==> src/rtl/wmul_pkg.sv <==
package wmul_pkg;

    // number of rows left after one layer of 3:2 compressors
    function automatic int csa_rows_out(input int n_in);
        return 2 * (n_in / 3) + (n_in % 3);
    endfunction

    // pipeline register stages, in order
    typedef enum logic [1:0] {
        STAGE_PP    = 2'd0,
        STAGE_RED_A = 2'd1,
        STAGE_RED_B = 2'd2,
        STAGE_SUM   = 2'd3
    } wmul_stage_e;

    localparam int WMUL_STAGES = 4;

endpackage

==> src/rtl/wmul_ppgen.sv <==
module wmul_ppgen #(
    parameter int OP_W   = 8,
    parameter int PROD_W = 2 * OP_W
) (
    input  logic [OP_W-1:0]              mcand,
    input  logic [OP_W-1:0]              mplier,
    output logic [OP_W-1:0][PROD_W-1:0]  rows
);

    // row i: multiplicand shifted by i when multiplier bit i is set, else zero
    for (genvar i = 0; i < OP_W; i++) begin : g_row
        assign rows[i] = mplier[i] ? (PROD_W'(mcand) << i) : '0;
    end

endmodule

==> src/rtl/wmul_csa_layer.sv <==
module wmul_csa_layer #(
    parameter int W     = 16,
    parameter int N_IN  = 8,
    parameter int N_OUT = wmul_pkg::csa_rows_out(N_IN)
) (
    input  logic [N_IN-1:0][W-1:0]  rows_in,
    output logic [N_OUT-1:0][W-1:0] rows_out
);

    localparam int GROUPS = N_IN / 3;
    localparam int LEFT   = N_IN - 3 * GROUPS;

    for (genvar g = 0; g < GROUPS; g++) begin : g_grp
        // sum vector: bitwise three-input parity
        assign rows_out[2*g] = rows_in[3*g] ^ rows_in[3*g+1] ^ rows_in[3*g+2];
        // carry vector: majority, moved up one column; top carry leaves the width
        assign rows_out[2*g+1][0] = 1'b0;
        for (genvar b = 1; b < W; b++) begin : g_bit
            assign rows_out[2*g+1][b] =
                (rows_in[3*g][b-1]   & rows_in[3*g+1][b-1]) |
                (rows_in[3*g][b-1]   & rows_in[3*g+2][b-1]) |
                (rows_in[3*g+1][b-1] & rows_in[3*g+2][b-1]);
        end
    end

    // rows that did not fill a group pass straight through
    if (LEFT > 0) begin : g_pass
        for (genvar r = 0; r < LEFT; r++) begin : g_left
            assign rows_out[2*GROUPS+r] = rows_in[3*GROUPS+r];
        end
    end

endmodule

==> src/rtl/wmul_cpa.sv <==
module wmul_cpa #(
    parameter int W = 16
) (
    input  logic [W-1:0] op_x,
    input  logic [W-1:0] op_y,
    output logic [W-1:0] sum
);

    logic [W-1:0] carry;

    assign carry[0] = 1'b0;

    for (genvar i = 0; i < W; i++) begin : g_fa
        assign sum[i] = op_x[i] ^ op_y[i] ^ carry[i];
        if (i < W - 1) begin : g_c
            assign carry[i+1] = (op_x[i] & op_y[i]) |
                                (op_x[i] & carry[i]) |
                                (op_y[i] & carry[i]);
        end
    end

endmodule

==> src/rtl/wallace_mul8.sv <==
module wallace_mul8 #(
    parameter int OP_W   = 8,
    parameter int PROD_W = 2 * OP_W
) (
    input  logic              clk,
    input  logic              rst_n,
    input  logic              in_valid,
    input  logic [OP_W-1:0]   mcand,
    input  logic [OP_W-1:0]   mplier,
    output logic              out_valid,
    output logic [PROD_W-1:0] product
);

    import wmul_pkg::*;

    localparam int ROWS_L1 = csa_rows_out(OP_W);
    localparam int ROWS_L2 = csa_rows_out(ROWS_L1);
    localparam int ROWS_L3 = csa_rows_out(ROWS_L2);
    localparam int ROWS_L4 = csa_rows_out(ROWS_L3);

    // ---------------- STAGE_PP ----------------
    logic [OP_W-1:0][PROD_W-1:0] pp_d, pp_q;

    wmul_ppgen #(.OP_W(OP_W), .PROD_W(PROD_W)) u_ppgen (
        .mcand  (mcand),
        .mplier (mplier),
        .rows   (pp_d)
    );

    // ---------------- STAGE_RED_A: two compressor layers ----------------
    logic [ROWS_L1-1:0][PROD_W-1:0] l1_rows;
    logic [ROWS_L2-1:0][PROD_W-1:0] l2_d, l2_q;

    wmul_csa_layer #(.W(PROD_W), .N_IN(OP_W), .N_OUT(ROWS_L1)) u_lay1 (
        .rows_in  (pp_q),
        .rows_out (l1_rows)
    );

    wmul_csa_layer #(.W(PROD_W), .N_IN(ROWS_L1), .N_OUT(ROWS_L2)) u_lay2 (
        .rows_in  (l1_rows),
        .rows_out (l2_d)
    );

    // ---------------- STAGE_RED_B: two more layers ----------------
    logic [ROWS_L3-1:0][PROD_W-1:0] l3_rows;
    logic [ROWS_L4-1:0][PROD_W-1:0] l4_d, l4_q;

    wmul_csa_layer #(.W(PROD_W), .N_IN(ROWS_L2), .N_OUT(ROWS_L3)) u_lay3 (
        .rows_in  (l2_q),
        .rows_out (l3_rows)
    );

    wmul_csa_layer #(.W(PROD_W), .N_IN(ROWS_L3), .N_OUT(ROWS_L4)) u_lay4 (
        .rows_in  (l3_rows),
        .rows_out (l4_d)
    );

    // ---------------- STAGE_SUM ----------------
    logic [PROD_W-1:0] sum_d, sum_q;

    wmul_cpa #(.W(PROD_W)) u_cpa (
        .op_x (l4_q[0]),
        .op_y (l4_q[1]),
        .sum  (sum_d)
    );

    // ---------------- stage registers ----------------
    logic [WMUL_STAGES-1:0] vld_q;

    always_ff @(posedge clk) begin
        if (!rst_n) begin
            pp_q  <= '0;
            l2_q  <= '0;
            l4_q  <= '0;
            sum_q <= '0;
            vld_q <= '0;
        end else begin
            pp_q  <= pp_d;
            l2_q  <= l2_d;
            l4_q  <= l4_d;
            sum_q <= sum_d;
            vld_q <= {vld_q[WMUL_STAGES-2:0], in_valid};
        end
    end

    // ---------------- outputs ----------------
    always_comb begin
        out_valid = vld_q[STAGE_SUM];
        product   = sum_q;
    end

endmodule

==> config.mk <==
export PLATFORM = sky130hd
export DESIGN_NAME = wallace_mul8
export DESIGN_NICKNAME = d
export VERILOG_FILES = /design/src/rtl/wmul_pkg.sv /design/src/rtl/wmul_ppgen.sv /design/src/rtl/wmul_csa_layer.sv /design/src/rtl/wmul_cpa.sv /design/src/rtl/wallace_mul8.sv
export SDC_FILE = /design/constraint.sdc
export NUM_CORES = 1
export LEC_CHECK = 0
export BUFFER_PORTS_ARGS = -buffer_cell sky130_fd_sc_hd__buf_4
export CORE_AREA = 5 5 178 180
export DETAILED_ROUTE_END_ITERATION = 10
export DIE_AREA = 0 0 183 185
export GPL_ROUTABILITY_DRIVEN = 0
export SYNTH_ARGS = -nofsm -noshare
export SYNTH_HDL_FRONTEND = slang
export SYNTH_HIERARCHICAL = 1
export SYNTH_SLANG_ARGS = --single-unit
==> constraint.sdc <==
create_clock -name clk -period 7.4 [get_ports clk]
set_input_delay 0.37 -clock clk [delete_from_list [all_inputs] [get_ports clk]]
set_output_delay 0.37 -clock clk [all_outputs]
set_load 0.01 [all_outputs]
# [Yosys cells after proc, flatten, opt, wreduce, memory -nomap -nowiden]
# Cells that the tools add are included.
[classes] add_sub_neg=0 n_mul=0 n_div=0 order_cmp=0 n_eq_ne=0 shifts=0 mux=0 bitwise=552 reduce_logical=8
[op_table] operator="$and A1 B1 Y1" n=307
[op_table] operator="$or A1 B1 Y1" n=202
[op_table] operator="$xor A16 B16 Y16" n=12
[op_table] operator="$xor A1 B1 Y1" n=31
[op_table] operator="$reduce_and A2 Y1" n=8
[totals] ff_bits=244 latch_bits=0 ram_bits=0 romBits=0 in_bits=19 mem_count=0

# [Depth between registers and ports, before layout]
# Gate-level depths: netlist of the first run.
[depth] depth_word=44 depth_mapped=17 depth_no_buf=17

# [Hierarchy]
# The synthesis of the first run kept the hierarchy.
[modules_own_cells] module="wallace_mul8" instances=1 cells_per_inst=515 area_each_um2=6668.9 seq_area_each_um2=4884.7
[modules_own_cells] module="wmul_csa_layer (u_lay1)" instances=1 cells_per_inst=67 area_each_um2=907.1 seq_area_each_um2=0.0
[modules_own_cells] module="wmul_ppgen" instances=1 cells_per_inst=129 area_each_um2=884.6 seq_area_each_um2=0.0
[modules_own_cells] module="wmul_csa_layer (u_lay2)" instances=1 cells_per_inst=35 area_each_um2=666.9 seq_area_each_um2=0.0
[modules_own_cells] module="wmul_csa_layer (u_lay3)" instances=1 cells_per_inst=34 area_each_um2=455.4 seq_area_each_um2=0.0
[modules_own_cells] module="wmul_csa_layer (u_lay4)" instances=1 cells_per_inst=18 area_each_um2=335.3 seq_area_each_um2=0.0
[modules_own_cells] module="wmul_cpa" instances=1 cells_per_inst=16 area_each_um2=316.6 seq_area_each_um2=0.0

# [Worst setup path before layout of the first run]
# Ideal clock, no wire load.
[synth_path] kind="reg-to-reg" startpoint="reg l4_q[0] in the netlist's numbering" endpoint="reg sum_q[15], in the netlist product[15]" setup_time_ns=0.115 t_arrival_ns=6.249 t_required_ns=7.285 setup_slack_ns=1.037 path_stages_with_launch=18 path_buffers=0 period_less_slack_ns=6.363 path_cell_list="dfxtp_1 > ha_1 > fa_1 > fa_1 > fa_1 > fa_1 > fa_1 > fa_1 > fa_1 > fa_1 > fa_1 > fa_1 > fa_1 > fa_1 > fa_1 > fa_1 > xor3_1 > and2_1"
[synth_via] elab_chain_cells=44 word_cells_on_any_way=58 classes_between="58 x bitwise"
[synth_rtl] element="from (decl)" line="wallace_mul8.sv:46" source="logic [ROWS_L4-1:0][PROD_W-1:0] l4_d, l4_q;"
[synth_rtl] element="from (signal assigned)" line="wallace_mul8.sv:80" source="l4_q <= l4_d;"
[synth_rtl] element="$and A1 B1 Y1 *" line="wmul_cpa.sv:16" source="assign carry[i+1] = (op_x[i] & op_y[i]) |"
[synth_rtl] element="$and A1 B1 Y1" line="wmul_cpa.sv:17" source="(op_x[i] & carry[i]) |"
[synth_rtl] element="$or A1 B1 Y1" line="wmul_cpa.sv:16"
[synth_rtl] element="$or A1 B1 Y1 *" line="wmul_cpa.sv:17"
[synth_rtl] element="$and A1 B1 Y1" line="wmul_cpa.sv:17"
[synth_rtl] element="$or A1 B1 Y1" line="wmul_cpa.sv:16"
[synth_rtl] element="$or A1 B1 Y1 *" line="wmul_cpa.sv:17"
[synth_rtl] element="$and A1 B1 Y1" line="wmul_cpa.sv:17"
[synth_rtl] element="[29 not listed]"
[synth_rtl] element="$and A1 B1 Y1" line="wmul_cpa.sv:17"
[synth_rtl] element="$or A1 B1 Y1" line="wmul_cpa.sv:16"
[synth_rtl] element="$or A1 B1 Y1 *" line="wmul_cpa.sv:17"
[synth_rtl] element="$and A1 B1 Y1" line="wmul_cpa.sv:17"
[synth_rtl] element="$or A1 B1 Y1" line="wmul_cpa.sv:16"
[synth_rtl] element="$or A1 B1 Y1 *" line="wmul_cpa.sv:17"
[synth_rtl] element="$xor A1 B1 Y1 *" line="wmul_cpa.sv:14" source="assign sum[i] = op_x[i] ^ op_y[i] ^ carry[i];"
[synth_rtl] element="named net sum_d[15]" line="wallace_mul8.sv:59" source="logic [PROD_W-1:0] sum_d, sum_q;"
[synth_rtl] element="to (signal assigned)" line="wallace_mul8.sv:81" source="sum_q <= sum_d;"
[synth_rtl] element="to (decl)" line="wallace_mul8.sv:59"
# Mark *: on every way through the listed nets, which the timed path passes. The rest lies on a longest branch.
# A chain may end at the register's enable or synchronous reset.

# [Worst setup path after layout of the first run]
# Ends and elaborated chain as after synthesis.

==> implementation parameters, run 1 <==
Parameter                              Value

Run status
  Outcome    complete, no violations

Clocking
  Hold buffers post-CTS    0
  Inserted Clock Buffers    26
  Clock Sink Count    244
  Source-to-sink clock delay at the later pin of the worst-skew pair    between 0.5 and 0.6 ns
  Number of gates resized after cts    0
  Clock root buffer    sky130_fd_sc_hd__clkbuf_16
  CTS tree    yes
  Depth of the CTS H-tree    1
  Maximum number of buffers from clock root to sink    3
  Clk slew on worst S/H paths    roughly 0.060 ns
  Number of buffers added for setup after CTS    0

Power and ir drop
  Power per cell area    slightly below 300 nW/µm²
  Worst supply voltage drop on vdd    between 100 and 150 µV
  Switch share    a little over a fifth
  Leakage    4.897 nW
  Clock group share of total power    between 40 and 50%
  Power dissipated by switching net loads    between 0.0006 and 0.0007 W
  Internal Power    0.002507 W
  Logic gate share of total power    under 10%
  Fraction of power consumed by sequential logic    between 40% and 50%

Route
  Total via count in the routed design    around 4,300
  TritonRoute pass-1 iters    4
  Drt wl/cell    ~11 µm
  DRC violations left    0
  Iter 0 DRT Violations    between 100 and 150
  Per-cell via count in the routed design    roughly 3.5
  Post-Route WL    about 13,000 µm
  Antenna violation net count after detailed routing    0

Timing
  Count of final hold-check violations    0
  Skew final    0.007394 ns
  Fmax    ~150 MHz
  Accumulated negative setup slack    0 ns
  Worst-case hold slack    roughly 0.068 ns
  RSZ-0062 raised after global routing    false
  Max transition margin    between 30 and 40%
  Number of slew-limit violations in the final report    0
  Final Setup Violations    0
  Worst-margin pin slew    between 0.9 and 1 ns
  Crit path time final    about 6.6 ns
  Final period utilization    approximately nine tenths

Synthesis
  Post-synthesis instance area    around 10,000 µm²
  Yosys warning count    6
  Cell count after synthesis    between 800 and 900
  Sequential element share of the synthesized area    between 40% and 50%
  Post-synthesis area per instance    roughly 13 µm²
  Total of flip-flops plus latches after synthesis    ~240
  Count of unique library cells instantiated by Yosys    10

Critical path
  Worst r2r path cells    17
  Cell mode on critical path    sky130_fd_sc_hd__fa_1
  Logic depth of the worst path, buffers included    17
  CP startpoint kind    register
  Cell family with most CP delay    adder cells
  Cells along the critical path    ha_1, fa_1, fa_1, fa_1, fa_1, fa_1, fa_1, fa_1, fa_1, fa_1, fa_1, fa_1, fa_1, fa_1, fa_1, xor3_1, and2_1
  Delay contributed by the slowest stage of the critical path    ~0.40 ns
  Critical path capture point type    register
  Crit Path Category    register to register
  Crit path required time    7.80 ns
  Worst Path Max Fanout    1
  Number of buffer and inverter instances along the worst setup path    0
  Crit path max-delay cell type    sky130_fd_sc_hd__fa_1
  Arrival time worst endpoint    6.98 ns

Finish
  Fraction of final layout cells sized beyond drive strength 1    approximately a tenth
  Layout area overhead    8.313%
  Diode insertion count for antenna repair    0
  Net count, final    around 900

Global route
  Antenna violations before repair    0
  First-pass GRT wire length    roughly 22,000 µm
  Gr ovfl total    0
  Vias in the first global route    approximately 4,600
  Maximum number of pins on one net before global-route repair    131
  GRT Overall Usage    under 10%

Die
  Starting utilization of the core area    between 30% and 40%
  Area of the placeable core    around 30,000 µm²
  Die height    between 150 and 200 µm
  Die span in x    between 150 and 200 µm
  Overall die area    between 30,000 and 40,000 µm²
  Placement Rows    between 60 and 70
  I/O pin count    36

Placed design
  Total of buffers placed on input and output ports    35
  HPWL after detailed placement    between 8000 and 9000 µm

Min path
  Hold depth    2
  Kind of path behind the tightest hold check    primary input to register

Flow run
  # Max-Cap Violations    0
==> worst reg2reg max path: cells and delay by family (launching register included) <==
family	cells	cell delay, ns
xor gates and xnor gates	1	0.37
adders and majority gates	15	5.64
DFF	1	0.30
and+or+nand+nor	1	0.16
==> area by class of cell <==
type,count,area (µm²)
Fill cell,2845,18940
Clock inverter,12,195.2
Multi-Input combinational cell,490,4451
Timing Repair Buffer,36,270.3
Tap cell,396,495.5
Sequential cell,244,4885
Clock buffer,36,789.5
==> worst paths after layout <==
check        startpoint     endpoint  slack [ns]
min reg2reg    vld_q[0]     vld_q[1]        0.43
max reg2reg     l4_q[0]  product[15]        0.82
max             l4_q[0]  product[15]        0.82
min            in_valid     vld_q[0]        0.07
==> routing by layer <==
| metal | GRT usage, % | wire, µm |
|---|---|---|
| met5 | 0 | 0 |
| met3 | 1.787 | 562 |
| met4 | 2.712 | 310 |
| met2 | 11.41 | 5146 |
| met1 | 11.84 | 6767 |
==> cell usage in the layout, fill, tap and decap left out <==
cell                         netlist  routed
sky130_fd_sc_hd__and2_1          308     308
sky130_fd_sc_hd__bufinv_16         0       5
sky130_fd_sc_hd__clkbuf_8          0       8
sky130_fd_sc_hd__dfxtp_1         244     244
sky130_fd_sc_hd__fa_1            104     104
sky130_fd_sc_hd__clkinvlp_4        0       4
sky130_fd_sc_hd__conb_1            5      70
sky130_fd_sc_hd__ha_1              1       1
sky130_fd_sc_hd__clkbuf_16         0      27
sky130_fd_sc_hd__xor3_1            7       7
sky130_fd_sc_hd__buf_4           118      36
sky130_fd_sc_hd__clkbuf_1          0       1
sky130_fd_sc_hd__clkinv_2          0       3
==> synthesized netlist by cell type <==
cell type | n | area share [%]
sky130_fd_sc_hd__buf_6 | 18 | 2.0
sky130_fd_sc_hd__xor3_1 | 7 | 1.6
sky130_fd_sc_hd__and2_1 | 308 | 19
sky130_fd_sc_hd__dfxtp_1 | 244 | 48
sky130_fd_sc_hd__ha_1 | 1 | 0.12
sky130_fd_sc_hd__buf_4 | 118 | 8.7
sky130_fd_sc_hd__buf_2 | 8 | 0.39
sky130_fd_sc_hd__fa_1 | 104 | 20
sky130_fd_sc_hd__buf_8 | 1 | 0.15
sky130_fd_sc_hd__conb_1 | 5 | 0.18
==> cell families after synthesis <==
logic type               after synthesis  share of synthesized area (%)
buffers and inverters                145                          11.17
flip-flops                           244                          47.73
adder cells (fa/ha/maj)              105                          20.46
AND/OR/NAND/NOR                      308                          18.83
other                                  5                         0.1834
XOR/XNOR                               7                          1.626
==> stage by stage <==
step / cell area [µm²] / instances / worst slack, ns / utilization, % / total power (W)
after global routing: 11090 / 1214 / 0.5827 / 36.92 / 0.003372
final: 11090 / 1214 / 0.8240 / 36.92 / 0.003194
after detailed placement: 10100 / 1166 / 0.7777 / 33.64 / 0.001819
after global placement: 10100 / 1166 / 0.8060 / 33.64 / 0.001809
after CTS: 11090 / 1214 / 0.7725 / 36.92 / 0.003253
after floorplan: 10480 / 879 / 1.037 / - / 0.001758
==> power groups by stage <==
stage | Sequential (W) | Clock [W] | Combinational, W
finish | 0.00147 | 0.00142 | 0.000300
global route | 0.00149 | 0.00152 | 0.000366
floorplan | 0.00150 | 0 | 0.000256
detailed placement | 0.00151 | 0 | 0.000311
CTS | 0.00148 | 0.00146 | 0.000312
global placement | 0.00150 | 0 | 0.000305
==> state kept, by name (all words and copies together), names as in the netlist <==
register and cells:
l4_q 32, product 16, pp_q 128, l2_q 64, vld_q 4
Note: power is estimated with default switching activity, not from simulation.
==> inputs of run 2 (changes only) <==
--- a/config.mk
+++ b/config.mk
@@ -6,9 +6,9 @@
 export NUM_CORES = 1
 export LEC_CHECK = 0
 export BUFFER_PORTS_ARGS = -buffer_cell sky130_fd_sc_hd__buf_4
-export CORE_AREA = 5 5 178 180
+export CORE_AREA = 4 4 177 179
 export DETAILED_ROUTE_END_ITERATION = 10
-export DIE_AREA = 0 0 183 185
+export DIE_AREA = 0 0 181 183
 export GPL_ROUTABILITY_DRIVEN = 0
 export SYNTH_ARGS = -nofsm -noshare
 export SYNTH_HDL_FRONTEND = slang
==> implementation parameters, run 2 (synthesis results as in run 1) <==
Parameter                              Value

Run status
  Outcome    complete, no violations (unchanged)

Critical path
  Cells along the critical path    ha_1, fa_1, fa_1, fa_1, fa_1, fa_1, fa_1, fa_1, fa_1, fa_1, fa_1, fa_1, fa_1, fa_1, fa_1, xor3_1, and2_1 (unchanged)
  Arrival time worst endpoint    6.97 ns (was 6.98 ns)
  Critical path capture point type    register (unchanged)
  CP startpoint kind    register (unchanged)
  Worst r2r path cells    17 (unchanged)
  Crit path max-delay cell type    sky130_fd_sc_hd__fa_1 (unchanged)
  Worst Path Max Fanout    1 (unchanged)
  Crit Path Category    register to register (unchanged)
  Reg2Reg Launch Point    l4_q[0] (unchanged)
  Delay contributed by the slowest stage of the critical path    0.41 ns (was 0.40 ns)
  Cell mode on critical path    sky130_fd_sc_hd__fa_1 (unchanged)
  R2R Path End    product[15] (unchanged)
  Crit path required time    7.80 ns (about the same)
  Reg2Reg Setup Slack    0.83 ns (was 0.82 ns)

Finish
  Net count, final    922 (unchanged)
  Fraction of final layout cells sized beyond drive strength 1    9.080% (was 10.15%)
  Number of fillers in the final layout    2,827 (was 2,845)
  Largest registers    pp_q: 128 flops, l2_q: 64 flops, l4_q: 32 flops (unchanged)
  Commonest cells after routing, fill and taps aside    sky130_fd_sc_hd__and2_1, sky130_fd_sc_hd__dfxtp_1, sky130_fd_sc_hd__fa_1 (unchanged)
  Diode insertion count for antenna repair    0 (unchanged)
  Most common cell after layout, fill and taps aside    sky130_fd_sc_hd__and2_1 (unchanged)
  Largest Register    pp_q (unchanged)
  Layout area overhead    7.005% (was 8.313%)
  Largest register FFs    128 (unchanged)

Route
  TritonRoute pass-1 iters    3 (was 4)
  Per-cell via count in the routed design    3.585 (was 3.548)
  Iter 0 DRT Violations    143 (was 123)
  Post-Route WL    13,140 µm (was 12,790 µm)
  Total via count in the routed design    4,320 (was 4,307)
  Antenna violation net count after detailed routing    0 (unchanged)
  DRC violations left    0 (unchanged)
  Drt wl/cell    10.91 µm (was 10.53 µm)

Power and ir drop
  Leakage    4.844 nW (was 4.897 nW)
  Worst supply voltage drop on vdd    158.8 µV (was 148.4 µV)
  Power per cell area    277.8 nW/µm² (was 288.1 nW/µm²)

Global route
  Most utilized layer in the global route result    met1 (unchanged)
  GRT Overall Usage    8.418% (was 7.953%)
  Antenna violations before repair    0 (unchanged)
  Maximum number of pins on one net before global-route repair    140 (was 131)
  Met3 global-route usage    2.063% (was 1.787%)
  Vias in the first global route    4,693 (was 4,604)
  Gr ovfl total    0 (unchanged)
  Global-route met1 utilization    12.59% (was 11.84%)
  GR Layer Usage met2    12.08% (was 11.41%)
  First-pass GRT wire length    23,400 µm (was 22,360 µm)

Timing
  Worst Slack Setup Final    0.8304 ns (was 0.8240 ns)
  RSZ-0062 raised after global routing    false (unchanged)
  Count of final hold-check violations    0 (unchanged)
  Fmax    152.2 MHz (was 152.1 MHz)
  Skew final    0.007316 ns (was 0.007394 ns)
  Final period utilization    88.78% (was 88.87%)
  Final Setup Violations    0 (unchanged)
  Number of slew-limit violations in the final report    0 (unchanged)
  Max transition margin    36.08% (was 39.37%)
  Crit path time final    6.570 ns (was 6.576 ns)
  Accumulated negative setup slack    0 ns (unchanged)
  Worst-margin pin slew    0.9588 ns (was 0.9095 ns)

Flow run
  # Max-Cap Violations    0 (unchanged)

Clocking
  Source-to-sink clock delay at the later pin of the worst-skew pair    0.51 ns (about the same)
  CTS tree    yes (unchanged)
  Hold buffers post-CTS    0 (unchanged)
  Number of gates resized after cts    0 (unchanged)
  Clock root buffer    sky130_fd_sc_hd__clkbuf_16 (unchanged)
  Clk slew on worst S/H paths    0.06 ns (about the same)
  Number of buffers added for setup after CTS    0 (unchanged)
  Depth of the CTS H-tree    1 (unchanged)
  Inserted Clock Buffers    26 (unchanged)
  Clock Sink Count    244 (unchanged)
  Maximum number of buffers from clock root to sink    3 (unchanged)

Die
  Overall die area    33,120 µm² (was 33,860 µm²)
  Area of the placeable core    29,560 µm² (was 30,030 µm²)
  Placement Rows    63 (was 64)
  I/O pin count    36 (unchanged)
  Starting utilization of the core area    34.62% (was 34.08%)
  Die span in x    181 µm (was 183 µm)
  Die height    183 µm (was 185 µm)

Min path
  Kind of path behind the tightest hold check    primary input to register (unchanged)
  Start point of the worst hold path    in_valid (unchanged)
  Endpoint of the worst hold-timing path    vld_q[0] (unchanged)
  Hold depth    2 (unchanged)

Placed design
  HPWL after detailed placement    9017 µm (was 8918 µm)
  Post-placement setup slack    0.7786 ns (was 0.7777 ns)
  Total of buffers placed on input and output ports    35 (unchanged)
[run 2: through the flow]
step           area, µm²  std cells  total power, W  hold WS, ns  utilization (%)
6_report           10950       1205        0.003042      0.06283            37.05
5_1_grt            10950       1205        0.003225      0.03920            37.05
4_1_cts            10950       1205        0.003103      0.03520            37.05
3_5_place_dp       10090       1160        0.001817       0.4200            34.15
3_3_place_gp       10090       1160        0.001807       0.4151            34.15
2_1_floorplan      10480        879        0.001758       0.4119                -
[run 2: critical path, delay by kind of cell, from the launching register on]
family / cells / cell delay, ns
fa+ha+maj: 15 / 5.66
xor+xnor: 1 / 0.35
flops: 1 / 0.31
simple gates: 1 / 0.16
[run 2: cell type report]
| type | count | area [µm²] | area share (%) |
|---|---|---|---|
| clock buffers | 39 | 770.7 | 7.038 |
| flip-flops and latches | 244 | 4885 | 44.60 |
| well taps | 390 | 488.0 | 4.456 |
| multi-input cells | 490 | 4451 | 40.64 |
| clock inverters | 6 | 87.58 | 0.7997 |
| repair buffers | 36 | 270.3 | 2.468 |
[run 2: where the power goes]
part	leakage [nW]	internal (W)	switching [W]
combinational	2.41	0.000166	0.000133
sequential	2.01	0.00142	0.0000523
clock	0.421	0.000785	0.000484
[run 2: layer usage]
layer	share of wire [%]	up-vias	routed length (µm)
met5	0	-	0
met1	54	2008	7042
met4	2.2	0	283
met3	4.9	22	642
li1	-	2227	-
met2	39	63	5175
[run 2: how the worst max path moves through the flow]
stage	start	to	slack, ns	depth (start not counted)
after floorplan	l4_q[0]	product[15]	1.04	17
after global placement	l4_q[0]	product[15]	0.81	17
after detailed placement	l4_q[0]	product[15]	0.78	17
after CTS	l4_q[0]	product[15]	0.77	17
after global routing	l4_q[0]	product[15]	0.62	17
final	l4_q[0]	product[15]	0.83	17
==> inputs of run 3 (changes only) <==
--- a/config.mk
+++ b/config.mk
@@ -6,11 +6,11 @@
 export NUM_CORES = 1
 export LEC_CHECK = 0
 export BUFFER_PORTS_ARGS = -buffer_cell sky130_fd_sc_hd__buf_4
-export CORE_AREA = 4 4 177 179
+export CORE_AREA = 4 4 130 132
 export DETAILED_ROUTE_END_ITERATION = 10
-export DIE_AREA = 0 0 181 183
+export DIE_AREA = 0 0 134 136
 export GPL_ROUTABILITY_DRIVEN = 0
+export SKIP_LAST_GASP = 1
 export SYNTH_ARGS = -nofsm -noshare
 export SYNTH_HDL_FRONTEND = slang
-export SYNTH_HIERARCHICAL = 1
 export SYNTH_SLANG_ARGS = --single-unit
==> constraint.sdc (replaced) <==
create_clock -name clk -period 5.7 [get_ports clk]
set_input_delay 0.285 -clock clk [delete_from_list [all_inputs] [get_ports clk]]
set_output_delay 0.285 -clock clk [all_outputs]
set_load 0.01 [all_outputs]
==> implementation parameters, run 3 <==
Parameter                              Value

Run status
  Outcome    complete, no violations (unchanged)

Placed design
  Number of cells in the design after placement    669 (was 1,160)
  Total of buffers placed on input and output ports    35 (unchanged)
  Post-placement setup slack    1.329 ns (was 0.7786 ns)
  HPWL after detailed placement    5560 µm (was 9017 µm)

Timing
  Worst Slack Setup Final    1.366 ns (was 0.8304 ns)
  Final Setup Violations    0 (unchanged)
  Crit path time final    4.334 ns (was 6.570 ns)
  Number of slew-limit violations in the final report    0 (unchanged)
  Worst-margin pin slew    1.026 ns (was 0.9588 ns)
  Max transition margin    31.63% (was 36.08%)
  Final period utilization    76.04% (was 88.78%)
  RSZ-0062 raised after global routing    false (unchanged)
  Worst-case hold slack    0.08422 ns (was 0.06283 ns)
  Count of final hold-check violations    0 (unchanged)
  Accumulated negative setup slack    0 ns (unchanged)
  Fmax    230.7 MHz (was 152.2 MHz)
  Skew final    0.006801 ns (was 0.007316 ns)

Flow run
  # Max-Cap Violations    0 (unchanged)

Synthesis
  Most used flip-flop cell after synthesis    sky130_fd_sc_hd__dfxtp_1 (unchanged)
  Library cell with the largest summed area after synthesis    sky130_fd_sc_hd__dfxtp_1 (unchanged)
  Commonest cells in the synthesized netlist    sky130_fd_sc_hd__dfxtp_1, sky130_fd_sc_hd__and2_1, sky130_fd_sc_hd__and3_1 (was sky130_fd_sc_hd__and2_1, sky130_fd_sc_hd__dfxtp_1, sky130_fd_sc_hd__buf_4)
  Number of enable-type register cells in the synthesized netlist    0 (unchanged)
  Share of synthesized flip-flops with an asynchronous set or reset    0% (unchanged)
  Yosys warning count    0 (was 6)
  Sequential element share of the synthesized area    55.38% (was 47.73%)
  Area share of the largest cell type after synthesis    55.38% (was 47.73%)
  Most common cell in the synthesized netlist    sky130_fd_sc_hd__dfxtp_1 (was sky130_fd_sc_hd__and2_1)
  Post-synthesis net count    516
  Top area cells in the synthesized netlist    sky130_fd_sc_hd__dfxtp_1, sky130_fd_sc_hd__fa_1, sky130_fd_sc_hd__and2_1, sky130_fd_sc_hd__and3_1, sky130_fd_sc_hd__inv_1 (was sky130_fd_sc_hd__dfxtp_1, sky130_fd_sc_hd__fa_1, sky130_fd_sc_hd__and2_1, sky130_fd_sc_hd__buf_4, sky130_fd_sc_hd__buf_6)
  Count of unique library cells instantiated by Yosys    14 (was 10)
  Total of flip-flops plus latches after synthesis    149 (was 244)
  Post-synthesis instance area    5386 µm² (was 10,230 µm²)
  Post-synthesis area per instance    12.41 µm² (was 12.57 µm²)
  Cell count after synthesis    434 (was 814)

Finish
  Largest registers    pp_q: 64 flops, l2_q: 39 flops, l4_q: 26 flops (was pp_q: 128 flops, l2_q: 64 flops, l4_q: 32 flops)
  Commonest cells after routing, fill and taps aside    sky130_fd_sc_hd__dfxtp_1, sky130_fd_sc_hd__and2_1, sky130_fd_sc_hd__and3_1 (was sky130_fd_sc_hd__and2_1, sky130_fd_sc_hd__dfxtp_1, sky130_fd_sc_hd__fa_1)
  Most common cell after layout, fill and taps aside    sky130_fd_sc_hd__dfxtp_1 (was sky130_fd_sc_hd__and2_1)
  Diode insertion count for antenna repair    0 (unchanged)
  Non-filler instance count after layout    701 (was 1,205)
  Largest register FFs    64 (was 128)
  Fraction of final layout cells sized beyond drive strength 1    13.40% (was 9.080%)
  Layout area overhead    19.88% (was 7.005%)
  Net count, final    554 (was 922)
  Largest Register    pp_q (unchanged)

Route
  TritonRoute pass-1 iters    4 (was 3)
  Antenna violation net count after detailed routing    0 (unchanged)
  Per-cell via count in the routed design    3.966 (was 3.585)
  Iter 0 DRT Violations    120 (was 143)
  Post-Route WL    8004 µm (was 13,140 µm)
  DRC violations left    0 (unchanged)
  Total via count in the routed design    2,780 (was 4,320)
  Drt wl/cell    11.42 µm (was 10.91 µm)

Power and ir drop
  Worst supply voltage drop on vdd    215.1 µV (was 158.8 µV)
  Power per cell area    374.4 nW/µm² (was 277.8 nW/µm²)
  Total power of the final layout    0.002418 W (was 0.003042 W)
  Leakage    3.074 nW (was 4.844 nW)

Critical path
  Crit Path Category    register to register (unchanged)
  Worst Path Max Fanout    1 (unchanged)
  Crit path required time    6.05 ns (was 7.80 ns)
  Reg2Reg Launch Point    l4_q[5] (was l4_q[0])
  Critical path capture point type    register (unchanged)
  Crit path from    l4_q[5] (was l4_q[0])
  Arrival time worst endpoint    4.69 ns (was 6.97 ns)
  CP startpoint kind    register (unchanged)

Min path
  Start point of the worst hold path    in_valid (unchanged)
  Kind of path behind the tightest hold check    primary input to register (unchanged)

Die
  I/O pin count    36 (unchanged)
  Starting utilization of the core area    34.28% (was 34.62%)
  Overall die area    18,220 µm² (was 33,120 µm²)
  Placement Rows    46 (was 63)
  Area of the placeable core    15,710 µm² (was 29,560 µm²)
  Die height    136 µm (was 183 µm)
  Die span in x    134 µm (was 181 µm)

Global route
  First-pass GRT wire length    14,150 µm (was 23,400 µm)
  GRT Overall Usage    10.01% (was 8.418%)
  Antenna violations before repair    0 (unchanged)
  Vias in the first global route    2,902 (was 4,693)
  Maximum number of pins on one net before global-route repair    150 (was 140)
  Gr ovfl total    0 (unchanged)

Clocking
  Maximum number of buffers from clock root to sink    2 (was 3)
  Inserted Clock Buffers    17 (was 26)
  CTS tree    yes (unchanged)
  Clk slew on worst S/H paths    0.06 ns (about the same)
  Source-to-sink clock delay at the later pin of the worst-skew pair    0.41 ns (was 0.51 ns)
  Hold buffers post-CTS    0 (unchanged)
  Clock Sink Count    149 (was 244)
  Clock root buffer    sky130_fd_sc_hd__clkbuf_16 (unchanged)
  Depth of the CTS H-tree    4 (was 1)
  Number of gates resized after cts    0 (unchanged)
  Number of buffers added for setup after CTS    0 (unchanged)
-- run 3: cell types whose count changed after synthesis, sizes merged, moves of 5 or more --
cell	previous run	this run
and2	308	69
buf	145	8
dfxtp	244	149
and3	0	64
fa	104	47
inv	0	56
ha	1	16
and2b	0	11
clkbuf	0	8
xor3	7	0
conb	5	0
nor2b	0	5
-- run 3: cell families after synthesis --
family,share of synthesized area [%]
simple gates,17.56
flops,55.38
fa+ha+maj,21.18
xor+xnor,0.1626
buf+inv,5.714
-- run 3: path summary, 6_finish.rpt --
| kind | to | slack [ns] | cells after the start |
|---|---|---|---|
| setup / recovery | product[14] | 1.37 | 12 |
| hold / removal | vld_q[0] | 0.08 | 2 |
| setup reg to reg | product[14] | 1.37 | 12 |
| hold reg to reg | l4_q[0] | 0.43 | 1 |
-- run 3: final cells by class --
cell class | count | area, µm²
Multi-Input combinational cell | 213 | 2096
Clock buffer | 23 | 488.0
Inverter | 56 | 210.2
Clock inverter | 9 | 147.6
Sequential cell | 149 | 2983
Tap cell | 216 | 270.3
Fill cell | 1468 | 9255
Timing Repair Buffer | 35 | 262.8
-- run 3: per-stage QoR --
stage,cell area (µm²),util [%]
6_report,6457,41.10
5_1_grt,6457,41.10
4_1_cts,6457,41.10
3_5_place_dp,5822,37.05
3_3_place_gp,5822,37.05
2_1_floorplan,5386,-
-- run 3: critical path, stage by stage, from the launching register on --
cell and delay (ns):
sky130_fd_sc_hd__dfxtp_1 0.30, sky130_fd_sc_hd__ha_1 0.20, sky130_fd_sc_hd__fa_1 0.38, sky130_fd_sc_hd__fa_1 0.40
sky130_fd_sc_hd__fa_1 0.40, sky130_fd_sc_hd__fa_1 0.40, sky130_fd_sc_hd__fa_1 0.39, sky130_fd_sc_hd__fa_1 0.38
sky130_fd_sc_hd__fa_1 0.40, sky130_fd_sc_hd__fa_1 0.36, sky130_fd_sc_hd__inv_1 0.09, sky130_fd_sc_hd__fa_1 0.40
sky130_fd_sc_hd__and2b_1 0.19
-- run 3: routing by layer --
metal / track usage (%) / routed length (µm) / vias to the layer above
met3: 3.405 / 363 / 18
li1: - / - / 1406
met4: 5.829 / 179 / 0
met1: 13.20 / 4036 / 1303
met5: 0 / 0 / -
met2: 14.29 / 3425 / 53
-- run 3: power by group --
| group | total (W) | internal, W | switching [W] |
|---|---|---|---|
| Combinational | 0.000137 | 0.0000667 | 0.0000705 |
| Clock | 0.00117 | 0.000776 | 0.000394 |
| Sequential | 0.00111 | 0.00109 | 0.0000186 |
